## src/rtl/scl_gen_pkg.sv

```systemverilog
package scl_gen_pkg;
  typedef enum logic [1:0] {
    PH_IDLE,
    PH_LOW,
    PH_WAIT,
    PH_HIGH
  } scl_phase_e;
endpackage

```

## src/rtl/scl_tick_div.sv

```systemverilog
module scl_tick_div #(
  parameter int DIV_W = 8
) (
  input  logic             clk,
  input  logic             rst_n,
  input  logic [DIV_W-1:0] div_i,
  output logic             tick_o
);
  logic [DIV_W-1:0] acc_q;
  logic [DIV_W-1:0] lim;

  // Divisor 0 behaves as 1: limit of 0 gives a tick every cycle.
  assign lim    = (div_i == '0) ? '0 : div_i - 1'b1;
  assign tick_o = (acc_q >= lim);

  always_ff @(posedge clk or negedge rst_n) begin
    if (!rst_n)      acc_q <= '0;
    else if (tick_o) acc_q <= '0;
    else             acc_q <= acc_q + 1'b1;
  end
endmodule

```

## src/rtl/scl_count_join.sv

```systemverilog
module scl_count_join #(
  parameter int PART_W = 8
) (
  input  logic [PART_W-1:0] part_i,
  input  logic              msb_i,
  output logic [PART_W:0]   eff_o
);
  logic [PART_W:0] raw;

  assign raw   = {msb_i, part_i};
  assign eff_o = (raw == '0) ? {{PART_W{1'b0}}, 1'b1} : raw;
endmodule

```

## src/rtl/scl_phase_ctrl.sv

```systemverilog
module scl_phase_ctrl
  import scl_gen_pkg::*;
#(
  parameter int CNT_W = 9
) (
  input  logic             clk,
  input  logic             rst_n,
  input  logic             tick_i,
  input  logic             en_i,
  input  logic             scl_in_i,
  input  logic [CNT_W-1:0] lo_lim_i,
  input  logic [CNT_W-1:0] hi_lim_i,
  output logic             pull_o,
  output logic             rise_o,
  output logic             fall_o
);
  localparam logic [CNT_W-1:0] ONE = {{(CNT_W-1){1'b0}}, 1'b1};

  scl_phase_e      ph_q;
  logic [CNT_W-1:0] cnt_q;

  always_ff @(posedge clk or negedge rst_n) begin
    if (!rst_n) begin
      ph_q   <= PH_IDLE;
      cnt_q  <= '0;
      pull_o <= 1'b0;
      rise_o <= 1'b0;
      fall_o <= 1'b0;
    end else begin
      rise_o <= 1'b0;
      fall_o <= 1'b0;
      if (tick_i) begin
        if (!en_i) begin
          ph_q   <= PH_IDLE;
          cnt_q  <= '0;
          pull_o <= 1'b0;
        end else begin
          case (ph_q)
            PH_IDLE: begin
              ph_q   <= PH_LOW;
              cnt_q  <= ONE;
              pull_o <= 1'b1;
              fall_o <= 1'b1;
            end
            PH_LOW: begin
              if (cnt_q >= lo_lim_i) begin
                ph_q   <= PH_WAIT;
                cnt_q  <= '0;
                pull_o <= 1'b0;
              end else begin
                cnt_q <= cnt_q + 1'b1;
              end
            end
            PH_WAIT: begin
              if (scl_in_i) begin
                ph_q   <= PH_HIGH;
                cnt_q  <= ONE;
                rise_o <= 1'b1;
              end
            end
            PH_HIGH: begin
              if (cnt_q >= hi_lim_i) begin
                ph_q   <= PH_LOW;
                cnt_q  <= ONE;
                pull_o <= 1'b1;
                fall_o <= 1'b1;
              end else begin
                cnt_q <= cnt_q + 1'b1;
              end
            end
            default: begin
              ph_q   <= PH_IDLE;
              cnt_q  <= '0;
              pull_o <= 1'b0;
            end
          endcase
        end
      end
    end
  end
endmodule

```

## src/rtl/scl_period_gen.sv

```systemverilog
module scl_period_gen #(
  parameter int DIV_W  = 8,
  parameter int PART_W = 8
) (
  input  logic              clk,
  input  logic              rst_n,
  input  logic              en_i,
  input  logic [DIV_W-1:0]  clk_div_i,
  input  logic [PART_W-1:0] lo_cnt_i,
  input  logic              lo_msb_i,
  input  logic [PART_W-1:0] hi_cnt_i,
  input  logic              hi_msb_i,
  input  logic              scl_in_i,
  output logic              scl_pull_o,
  output logic              rise_stb_o,
  output logic              fall_stb_o
);
  localparam int CNT_W  = PART_W + 1;
  localparam int N_PHSE = 2;

  logic                          tick;
  logic [N_PHSE-1:0][PART_W-1:0] parts;
  logic [N_PHSE-1:0]             msbs;
  logic [N_PHSE-1:0][CNT_W-1:0]  lims;

  assign parts = {hi_cnt_i, lo_cnt_i};
  assign msbs  = {hi_msb_i, lo_msb_i};

  scl_tick_div #(.DIV_W(DIV_W)) u_div (
    .clk    (clk),
    .rst_n  (rst_n),
    .div_i  (clk_div_i),
    .tick_o (tick)
  );

  for (genvar g = 0; g < N_PHSE; g++) begin : g_join
    scl_count_join #(.PART_W(PART_W)) u_join (
      .part_i (parts[g]),
      .msb_i  (msbs[g]),
      .eff_o  (lims[g])
    );
  end

  scl_phase_ctrl #(.CNT_W(CNT_W)) u_ctrl (
    .clk      (clk),
    .rst_n    (rst_n),
    .tick_i   (tick),
    .en_i     (en_i),
    .scl_in_i (scl_in_i),
    .lo_lim_i (lims[0]),
    .hi_lim_i (lims[1]),
    .pull_o   (scl_pull_o),
    .rise_o   (rise_stb_o),
    .fall_o   (fall_stb_o)
  );
endmodule

```

## config.mk

```make
export PLATFORM = sky130hd
export DESIGN_NAME = scl_period_gen
export DESIGN_NICKNAME = d
export VERILOG_FILES = /design/src/rtl/scl_gen_pkg.sv /design/src/rtl/scl_tick_div.sv /design/src/rtl/scl_count_join.sv /design/src/rtl/scl_phase_ctrl.sv /design/src/rtl/scl_period_gen.sv
export SDC_FILE = /design/constraint.sdc
export NUM_CORES = 1
export LEC_CHECK = 0
export CELL_PAD_IN_SITES_DETAIL_PLACEMENT = 1
export CELL_PAD_IN_SITES_GLOBAL_PLACEMENT = 1
export CORE_MARGIN = 4
export CORE_UTILIZATION = 25
export CTS_CLUSTER_DIAMETER = 150
export DETAILED_ROUTE_END_ITERATION = 12
export DONT_BUFFER_PORTS = 1
export PLACE_DENSITY = 0.51
export SLEW_MARGIN = 20
export SYNTH_ARGS = -nofsm -noshare
export SYNTH_HDL_FRONTEND = slang
export SYNTH_SLANG_ARGS = --single-unit
export TNS_END_PERCENT = 20
```

## constraint.sdc

```tcl
create_clock -name clk -period 2.35 [get_ports clk]
set_input_delay 0.1175 -clock clk [delete_from_list [all_inputs] [get_ports clk]]
set_output_delay 0.1175 -clock clk [all_outputs]
set_load 0.1 [all_outputs]
```

# Word-level counts from Yosys, hierarchy flattened
# Index checks and enable logic that the tools add are counted.
[totals]
inputBits = 30
reg_bits = 22
output_inout_bits = 3
[classes]
eq_ne = 7
n_lt_le_gt_ge = 3
n_reduce_logical = 7
n_mux = 26
addsub = 3
[op_table]
columns = ["operator", "n"]
rows = [
  ["two-way mux 9 bit", 6],
  ["one-hot mux 9 bit (4 select lines)", 1],
  ["greater-or-equal comparator 9 bit", 2],
  ["logical NOT 9 bit", 2],
  ["two-way mux 8 bit", 2],
  ["two-way mux 1 bit", 10],
  ["adder 9 x 1 -> 9 bit, second input constant", 1],
  ["adder 8 x 1 -> 8 bit, second input constant", 1],
  ["greater-or-equal comparator 8 bit", 1],
  ["logical NOT 8 bit", 1],
  ["two-way mux 2 bit", 4],
  ["one-hot mux 2 bit (4 select lines)", 1],
  ["AND reduction 4 bit", 2],
  ["subtractor 8 x 1 -> 8 bit, second input constant", 1],
  ["!= test 3 x 2 -> 1 bit, second input constant", 2],
  ["== test 2 bit, second input constant", 2],
  ["!= test 4 x 1 -> 1 bit, second input constant", 1],
  ["!= test 3 bit, second input constant", 1],
  ["one-hot mux 1 bit (3 select lines)", 1],
  ["== test 2 x 1 -> 1 bit, second input constant", 1],
  ["logical NOT 2 bit", 1],
  ["one-hot mux 1 bit (2 select lines)", 1],
  ["AND reduction 2 bit", 1],
]

# Longest topological paths before layout
# Gate-level depths: netlist of the first run.
[depth]
word_depth = 7
depth_mapped = 14

# Hierarchy
# A second synthesis of the first run with hierarchy kept.
[unflattened]
cells_unflattened = 245
hier_area_um2 = 2137.0
[modules_own_cells]
columns = ["mod", "area_per_inst_um2", "n_inst", "seq_area_each_um2", "cells_each"]
rows = [
  ["scl_phase_ctrl", 1353.8, 1, 350.3, 149],
  ["scl_tick_div", 683.2, 1, 200.2, 74],
  ["scl_count_join", 50.0, 2, 0.0, 11],
]

# Worst setup path before layout of the first run
# Ideal clock, no wire load.
[synth_path]
path_kind = "input-to-reg"
startpoint = "in clk_div_i[0]"
endpoint = "reg u_ctrl.ph_q[0]"
required_ps = 2228
path_buffers = 2
setup_ps = 122
path_stages = 14
setup_slack_ps = -177
t_arrival_ps = 2405
path_cell_list = "inv_1 ha_1 nand2_1 or3_1 and2_1 ha_1 nand2b_4 a2111oi_4 o31ai_2 buf_6 o21a_4 buf_6 nand3_1 o2bb2ai_1"
[synth_between]
elab_chain_len = 4
[synth_lines]
columns = ["element", "line", "text"]
rows = [
  ["from (decl)", "scl_period_gen.sv:8", "input logic [DIV_W-1:0] clk_div_i,"],
  ["subtractor 8 x 1 -> 8 bit / logical NOT 8 bit (equally long branches)", "scl_tick_div.sv:13", "assign lim = (div_i == '0) ? '0 : div_i - 1'b1;"],
  ["two-way mux 8 bit (*)", "scl_tick_div.sv:13", ""],
  ["greater-or-equal comparator 8 bit (*)", "scl_tick_div.sv:14", "assign tick_o = (acc_q >= lim);"],
  ["AND reduction 4 bit (no line) (*)", "n/a", ""],
  ["to (signal assigned)", "scl_phase_ctrl.sv:24", "ph_q <= PH_IDLE;"],
  ["to (signal assigned)", "scl_phase_ctrl.sv:34", "ph_q <= PH_IDLE;"],
  ["to (signal assigned)", "scl_phase_ctrl.sv:40", "ph_q <= PH_LOW;"],
  ["to (decl)", "scl_phase_ctrl.sv:19", "scl_phase_e ph_q;"],
]
# Every way passes the cells marked *; elsewhere a longest branch is shown, timed or not.
# A chain may end at the register's enable or synchronous reset.

# Worst setup path in the final report of the first run
[layout_path]
startpoint = "in clk_div_i[4]"
endpoint = "reg u_ctrl.cnt_q[7]"
[layout_between]
elab_chain_len = 4
[layout_lines]
columns = ["element", "line", "text"]
rows = [
  ["subtractor 8 x 1 -> 8 bit / logical NOT 8 bit (equally long branches)", "scl_tick_div.sv:13", ""],
  ["two-way mux 8 bit (*)", "scl_tick_div.sv:13", ""],
  ["greater-or-equal comparator 8 bit (*)", "scl_tick_div.sv:14", ""],
  ["AND reduction 2 bit (no line) (*)", "n/a", ""],
  ["to (signal assigned)", "scl_phase_ctrl.sv:51", "cnt_q <= cnt_q + 1'b1;"],
  ["to (signal assigned)", "scl_phase_ctrl.sv:68", "cnt_q <= cnt_q + 1'b1;"],
  ["to (decl)", "scl_phase_ctrl.sv:20", "logic [CNT_W-1:0] cnt_q;"],
]
# Marked as above.

==> metrics, run 1 <==
Worst setup EP type register; Setup CP Type input port to register; Synth Instances 229; asr flop ratio synth 1.000; vias in the first global route 1878; multi-input logic area 1368 sq um; Startpoint Class input port; Worst Hold Depth 2; Commonest cells post-synth ha_1 (33), inv_1 (29), dfrtp_1 (22); post-synth cell types 41; flops & latches, synth 22; CTS tree built; post-synthesis mux area share 0.009988; Routed wire per std cell 14.24 um; Rows 32; input/output buffers 0; clk_lat worst skew 0.27 ns; Sw Pwr 0.8007 mW; Slew @ Worst Pin 0.8677 ns; post-synthesis compound-gate area fraction 0.2104; dominant cell by count in the synthesized netlist ha_1; RSZ-0062 raised after global routing true; final setup fails 0; combinational family with the most area after synthesis compound AO/OA/AOI/OAI gates; Bufs on Longest Clock Path 2; Pre-antenna DRT Iters 4; total gr overflow 0; via count 1712; HPWL after DPL 4.147 mm; min cycle time layout ~2.3 ns; Antenna Nets Post-Route 0; ANT cells 0; Seq. cell area 550.5 sq um; r2r startpoint u_ctrl.cnt_q[8]; clk root buf clkbuf_8; Final #Nets 318; Seq/Total Area, Yosys 0.2747; die height 97.54 um; max cap viols 0; Post-Place Setup Slack -0.2445 ns; share of the synthesized area in the top cell type 0.2747; ys flop type dfrtp_1; syn_nets 292; Sw Ratio 0.4122; post-layout util 0.3094; Vias/cell 4.809; DR top layer met4; initial antenna violation count 0; Worst slew margin 0.4219; Mapped Avg Cell Area 8.753 sq um; Post-synth EDFFs 0; fraction of layout cells with a size suffix above 1 0.1614; CTS H-tree lvls 1; cell taking the most area after synthesis dfrtp_1; Final Total Pwr 1.942 mW; hold path startpoint en_i; clock skew 0.009315 ns; pin count of the biggest net entering global routing 23; worst-path fanout max 7; static leakage between 1 and 1.5 nW; DRC 0; WL met1 about 2.3 mm; Setup WS post-layout 0.09053 ns; total negative slack 0 ns; gr usage total 0.1088; Synth area leaders dfrtp_1 (27%), ha_1 (21%), inv_1 (5.4%); period utilization 0.9615; outcome complete, no violations; worst endpoint data arrival time between 2 and 2.5 ns; total wire length ~5.1 mm; Reg power frac 0.317; clock network power share 0.183; Sink Count 22; core area 7767 sq um; VDD IR max 0.2456 mV; Synth Area in XOR/XNOR 0.03933; Starting Density 0.2581; Die X 97.54 um; fill count 946; Syn Std Cell Area approximately 2000 sq um; first-pass GRT wire length between 8 and 9 mm; combinational power share 0.500; io pins 33; R2R depth 8; area fraction in and, or, nand and nor cells after synthesis 0.1923; adder-cell share of the synthesized area 0.2060; Warnings, synthesis 0; power per cell area 808.1 nW/um^2; Die Footprint 9514 sq um; worst setup path startpoint clk_div_i[4]; Area Growth Syn to Fin 19.91%; final hold vios 0; Pint 1.142 mW; final RePlAce weighted congestion 0.7252; routed wl met3 131 um; Tightest Hold Check Type input port to register; Slew Viols, Final 0; Critical Path RT 2.50 ns; metal2 WL 2.593 mm; FMAX 0.4426 GHz; Starting DRT DRC Count 31; Inserted Clock Buffers 3; clock slew at reported path FFs ~0.08 ns
==> power by group through the flow <==
| stage | Combinational [mW] | Sequential, mW | Clock (mW) |
|---|---|---|---|
| floorplan | 0.662 | 0.648 | 0 |
| global placement | 0.917 | 0.623 | 0 |
| detailed placement | 0.935 | 0.624 | 0 |
| CTS | 0.954 | 0.620 | 0.368 |
| global route | 1.11 | 0.632 | 0.385 |
| finish | 0.970 | 0.616 | 0.356 |
==> layout by cell type, fill, tap and decap left out, types with 4 or more instances in the layout <==
master	n
nor4_1	4
dfrtp_1	22
o21ai_1	11
buf_4	19
xor2_1	5
xnor2_1	4
nand3_1	9
inv_1	29
nor2_1	21
nand2b_1	4
nand2_1	14
nor2b_1	5
nand4_1	4
a22o_1	7
a21oi_1	9
o21ai_0	6
ha_1	32
==> cell type report <==
type,instances,share of cell area
Multi-Input combinational cell,176,0.5690
Sequential cell,22,0.2290
Timing Repair Buffer,23,0.07392
Tap cell,102,0.05310
Inverter,29,0.04529
Clock buffer,3,0.01718
Clock inverter,1,0.01249
==> worst max-delay path: stages <==
cell,delay [ns]
or3_1,0.38
or3_4,0.42
and2_4,0.16
ha_4,0.20
nand2b_4,0.14
a2111oi_4,0.30
o31ai_2,0.11
o21ai_1,0.14
nor2_2,0.06
buf_4,0.17
a22o_1,0.22
==> metal layers <==
layer / up-vias / global-route usage
li1: 864 / -
met1: 821 / 0.1333
met2: 25 / 0.2024
met3: 2 / 0.009332
met4: 0 / 0.02875
met5: - / 0
==> metrics by stage <==
step | instance area, sq um | std cells | hold slack (ns)
after floorplan | 2038 | 229 | -0.1781
after global placement | 2267 | 345 | -0.1775
after detailed placement | 2267 | 345 | -0.1772
after CTS | 2369 | 352 | 0.007022
after global routing | 2404 | 356 | 0.005523
final | 2404 | 356 | 0.01408
==> what timing repair did <==
action,CTS,global route
resized for setup,0,2
hold buffers,3,1
endpoints found under the hold margin,25,22
setup endpoints to repair,0,9
setup buffers,0,2
==> cells by family (layout without fill, tap and decap cells) <==
family | after synthesis | after routing
AND/OR/NAND/NOR | 77 | 77
AO/OA/AOI/OAI | 54 | 55
adder cells (fa/ha/maj) | 33 | 33
buffers and inverters | 32 | 56
flip-flops | 22 | 22
XOR/XNOR | 9 | 9
multiplexers | 2 | 2
==> path summary, 6_finish.rpt <==
| check | endpoint | slack, ns |
|---|---|---|
| max reg2reg | u_ctrl.cnt_q[4] | 0.20 |
| max | u_ctrl.cnt_q[7] | 0.09 |
| max in group asynchronous | u_ctrl.cnt_q[7] | 1.65 |
| min reg2reg | u_div.acc_q[7] | 0.56 |
| min in group asynchronous | u_div.acc_q[7] | 0.34 |
| min | u_ctrl.cnt_q[0] | 0.01 |
==> flip-flops by register name, summed over array words and instances, names as in the netlist <==
signal,cells
u_ctrl.cnt_q,9
u_ctrl.rise_o,1
u_ctrl.fall_o,1
u_div.acc_q,8
u_ctrl.ph_q,2
u_ctrl.pull_o,1
(Power assumes the default switching activity.)
==> run 2: changes to the inputs <==
SYNTH_HIERARCHICAL = 1   (was unset)
==> metrics, run 2 <==
final RePlAce weighted congestion 0.7494; HPWL after DPL 4.590 mm; DRC 0; clk root buf clkbuf_8; clock slew at reported path FFs 0.09 ns; Worst Hold Depth 3; FMAX 0.4199 GHz; Cells after DPL between 300 and 400; asr flop ratio synth 1.000; worst endpoint data arrival time 2.53 ns; total negative slack -0.1443 ns; Sw Ratio 0.4265; failing checks negative setup slack; static leakage 1.247 nW; Startpoint Class input port; dominant cell by count in the synthesized netlist ha_1; post-synth cell types 50; clock network power share 0.143; Pint 1.152 mW; Bufs on Longest Clock Path 2; Die Footprint 10090 sq um; Slew Viols, Final 0; worst-path fanout max 4; power per cell area 787.2 nW/um^2; initial antenna violation count 0; Synth Instances 245; pin count of the biggest net entering global routing 23; combinational power share 0.556; Largest Register u_ctrl/cnt_q; Slew @ Worst Pin 0.8695 ns; first-pass GRT wire length 9.515 mm; Seq/Total Area, Yosys 0.2576; DR top layer met4; ANT cells 0; period utilization 1.014; Inserted Clock Buffers 3; Sw Pwr 0.8569 mW; WL met1 ~2.7 mm; Antenna Nets Post-Route 0; cell taking the most area after synthesis dfrtp_1; Worst setup EP type register; max FFs per register 9; Warnings, synthesis 6; commonest non-fill, non-tap cells in the layout ha_1 (32), buf_4 (25), inv_1 (25); Synth area leaders dfrtp_1 (26%), ha_1 (19%), inv_1 (4.6%); Vias/cell between 4 and 5; Routed wire per std cell 15.14 um; Setup CP Type input port to register; Area Growth Syn to Fin 19.44%; final hold vios 0; Sink Count 22; flops & latches, synth 22; outcome complete, but fails checks; clock skew 0.001952 ns; Post-synth EDFFs 0; most common cell after layout, fill and taps aside ha_1; total gr overflow 0; routed wl met3 124 um; Starting Density 0.2588; RSZ-0062 raised after global routing true; CTS tree built; VDD IR max 0.2533 mV; Die X 100.5 um; Pre-antenna DRT Iters 4; ys flop type dfrtp_1; via count 1785; hold path startpoint en_i; Tightest Hold Check Type input port to register; share of the synthesized area in the top cell type 0.2576; total wire length approximately 5.5 mm; Syn Std Cell Area 2137 sq um; syn_nets 308; Rows 33; Commonest cells post-synth ha_1 (33), inv_1 (26), dfrtp_1 (22); io pins 33; final setup fails 6; R2R depth 8; input/output buffers 0; core area 8258 sq um; CTS H-tree lvls 1; die height 100.5 um; Critical Path RT 2.50 ns; r2r startpoint u_ctrl/cnt_q[0]; final non-filler cell total ~370; clk_lat worst skew between 0.2 and 0.3 ns; metal2 WL 2.671 mm; Mapped Avg Cell Area 8.723 sq um; Top Registers u_ctrl/cnt_q x9, u_div/acc_q x8, u_ctrl/ph_q x2; Setup WS post-layout -0.03179 ns; Reg power frac 0.301; fraction of layout cells with a size suffix above 1 0.2269; Starting DRT DRC Count 32; min cycle time layout 2.382 ns; worst setup path startpoint clk_div_i[3]; gr usage total 0.1168; Final #Nets 324; vias in the first global route 1961; Worst slew margin 0.4207; max cap viols 0
## run 2: cell types whose count changed in the layout (fill, tap and decap cells not counted), moves of 3 or more
cell,change
o21ai_0,-4
or4_4,+3
a32o_1,+3
a21o_1,+8
and3_1,+3
nor2b_1,-4
inv_1,-4
nor2_1,-6
buf_4,+6
o21ai_1,-10
nand2b_1,+6
a221oi_2,+6
a22o_1,-7
## run 2: layer usage
metal,vias up,track usage
met5,-,0
met4,0,0.03109
met3,5,0.006920
met2,25,0.2059
met1,864,0.1546
li1,891,-
## run 2: cells by family after synthesis
family	after synthesis	share of synthesized area
AOI/OAI and AO/OA	49	0.1950
DFF	22	0.2576
xor gates and xnor gates	11	0.04508
adders and majority gates	33	0.1932
buffers and inverters	46	0.08430
and+or+nand+nor	84	0.2248
## run 2: final timing paths
kind	endpoint	slack, ns
setup / recovery	u_ctrl/ph_q[1]	-0.03
hold reg to reg	u_div/acc_q[0]	0.48
setup reg to reg	u_ctrl/ph_q[0]	0.06
min in group asynchronous	u_div/acc_q[0]	0.27
max in group asynchronous	u_ctrl/cnt_q[7]	1.93
hold / removal	u_ctrl/rise_o	0.12
## run 2: per-stage QoR
| step | util | worst slack [ns] | total power [mW] | cell area [sq um] | hold WS (ns) |
|---|---|---|---|---|---|
| floorplan | - | -0.4903 | 1.324 | 2147 | -0.1781 |
| global placement | 0.2879 | -0.3357 | 1.653 | 2377 | -0.1776 |
| detailed placement | 0.2879 | -0.4438 | 1.659 | 2377 | -0.1776 |
| CTS | 0.3055 | -0.08854 | 1.994 | 2522 | 0.1075 |
| global route | 0.3091 | -0.1836 | 2.184 | 2552 | 0.1291 |
| finish | 0.3091 | -0.03179 | 2.009 | 2552 | 0.1181 |
## run 2: cell type report
type	count	area, sq um
Multi-Input combinational cell	177	1464
Clock buffer	4	55.05
Fill cell	971	5705
Inverter	27	101.3
Sequential cell	22	550.5
Tap cell	105	131.4
Timing Repair Buffer	30	250.2
## run 2: power groups by stage
stage	Sequential, mW	Clock [mW]	Combinational [mW]
2_1_floorplan	0.644	0	0.680
3_3_place_gp	0.613	0	1.04
3_5_place_dp	0.614	0	1.04
4_1_cts	0.607	0.298	1.09
5_1_grt	0.622	0.311	1.25
6_report	0.605	0.288	1.12
## run 2: repair_timing
action,CTS,global route
hold endpoints to repair,23,0
hold buffers,3,0
pin swaps,2,2
buffers inserted,2,0
gates resized for setup,6,7
setup endpoints to repair,11,12
## run 2: worst max-delay path: stages
cell	delay (ns)
or4_4	0.55
nor2_2	0.12
xor2_1	0.19
nand2_2	0.07
ha_1	0.27
and3_4	0.19
a221oi_2	0.25
o21ai_2	0.11
buf_4	0.15
and2_1	0.15
and3_1	0.18
nand3_1	0.08
o311ai_1	0.09
==> run 3: changes to the inputs <==
CTS_BUF_LIST = sky130_fd_sc_hd__clkbuf_8   (was unset)
clock period = 2.2 ns   (was 2.35 ns; I/O delays follow)
==> metrics, run 3 (same netlist as run 2, synthesis figures left out) <==
Sink Count 22; min cycle time layout 2.438 ns; Tightest Hold Check Type input port to register; final non-filler cell total 375; ANT cells 0; period utilization 1.108; reg2reg setup slack -0.08 ns; Worst slew margin 0.4213; worst-path fanout max 4; Cells after DPL ~360; CTS H-tree lvls 1; input/output buffers 0; fill count 973; Largest Register u_ctrl/cnt_q; first-pass GRT wire length 9.453 mm; Reg power frac 0.280; VDD IR max 0.2774 mV; Die X 100.5 um; Seq. cell area 550.5 sq um; Starting Density 0.2588; worst endpoint data arrival time 2.65 ns; Setup CP Type input port to register; initial antenna violation count 0; final setup fails 12; Post-Place Setup Slack -0.5785 ns; die height approximately 100 um; total wire length 5.640 mm; Sw Ratio 0.4150; Antenna Nets Post-Route 0; clk root buf clkbuf_8; met2 capacity usage during global routing 0.2125; Pre-antenna DRT Iters 6; Vias/cell 4.848; pin count of the biggest net entering global routing 23; GR Layer Usage met1 0.1484; Startpoint Class input port; CTS tree built; core area 8258 sq um; GR Util met3 0.008997; clock skew 0.002803 ns; Bufs on Longest Clock Path 2; Critical Path RT ~2.4 ns; most common cell after layout, fill and taps aside buf_4; failing checks negative setup slack; RSZ-0062 raised after global routing true; Area Growth Syn to Fin 23.95%; multi-input logic area 1476 sq um; io pins 33; final hold vios 0; placement-stage cell area 2442 sq um; clock network power share 0.135; Slew @ Worst Pin 0.8686 ns; vias in the first global route 2004; via count 1818; commonest non-fill, non-tap cells in the layout buf_4 (35), ha_1 (31), inv_1 (25); Worst setup EP type register; total gr overflow 0; post-layout util 0.3208; gr usage total 0.1170; Inserted Clock Buffers 3; Slew Viols, Final 0; GR peak layer met2; Die Footprint 10090 sq um; FMAX 0.4101 GHz; Top Registers u_ctrl/cnt_q x9, u_div/acc_q x8, u_ctrl/ph_q x2; Setup WS post-layout -0.2384 ns; Rows 33; outcome complete, but fails checks; Pint 1.302 mW; static leakage between 1 and 1.5 nW; clk_lat worst skew 0.27 ns; fraction of layout cells with a size suffix above 1 0.2667; Starting DRT DRC Count 37; HPWL after DPL 4.624 mm; power per cell area about 840 nW/um^2; final RePlAce weighted congestion 0.7752; fin area 2649 sq um; Final Total Pwr between 2 and 2.5 mW; Routed wire per std cell 15.04 um; Final #Nets about 330; combinational power share 0.585; max cap viols 0; DRC 0; clock slew at reported path FFs 0.08 ns; Sw Pwr 0.9235 mW; max FFs per register 9
-- run 3: worst paths after layout --
path | startpoint | to | depth (start not counted)
worst max-delay path | clk_div_i[3] | u_ctrl/cnt_q[3] | 13
worst min-delay path | en_i | u_ctrl/ph_q[1] | 3
max in group asynchronous | rst_n | u_ctrl/cnt_q[8] | 2
worst min register to register | u_div/acc_q[0] | u_div/acc_q[0] | 2
min in group asynchronous | rst_n | u_div/acc_q[0] | 2
worst max register to register | u_ctrl/cnt_q[0] | u_ctrl/cnt_q[2] | 9
-- run 3: cell type report --
| class | count | area share |
|---|---|---|
| clock buffer | 4 | 0.02078 |
| inverter | 27 | 0.03826 |
| multi-input combinational | 177 | 0.5574 |
| sequential | 22 | 0.2078 |
| tap | 105 | 0.04960 |
| timing repair buffer | 40 | 0.1261 |
-- run 3: metrics by stage --
stage	setup TNS, ns	hold WS (ns)
final	-2.184	0.1730
after global routing	-4.095	0.1984
after CTS	-2.000	0.1101
after detailed placement	-8.255	-0.1851
after global placement	-6.366	-0.1850
after floorplan	-5.551	-0.1856
-- run 3: worst max-delay path, stage by stage --
cell	delay, ns
or4_4	0.55
nor4_4	0.17
nand3_1	0.11
o21a_1	0.13
ha_4	0.27
and3_4	0.18
o211ai_1	0.11
o21ai_2	0.24
nand2_2	0.08
or2_4	0.26
buf_6	0.13
a221oi_2	0.17
a21o_1	0.12
-- run 3: repair_timing --
item	in CTS	in global routing
pin swaps	1	5
cloned	0	0
resized for setup	7	10
endpoints found under the setup margin	12	13
hold endpoints to repair	23	0
hold buffers	3	0
setup buffers	2	3
-- run 3: routing by layer --
layer | vias to the layer above | wire length (um)
met2 | 19 | 2852
li1 | 914 | -
met3 | 4 | 155
met1 | 881 | 2575
met4 | 0 | 57
met5 | - | 0
-- run 3: power groups by stage --
stage	Combinational, mW	Clock (mW)	Sequential, mW
after floorplan	0.726	0	0.688
after global placement	1.21	0	0.628
after detailed placement	1.22	0	0.631
after CTS	1.26	0.317	0.626
after global routing	1.47	0.332	0.641
final	1.30	0.300	0.624
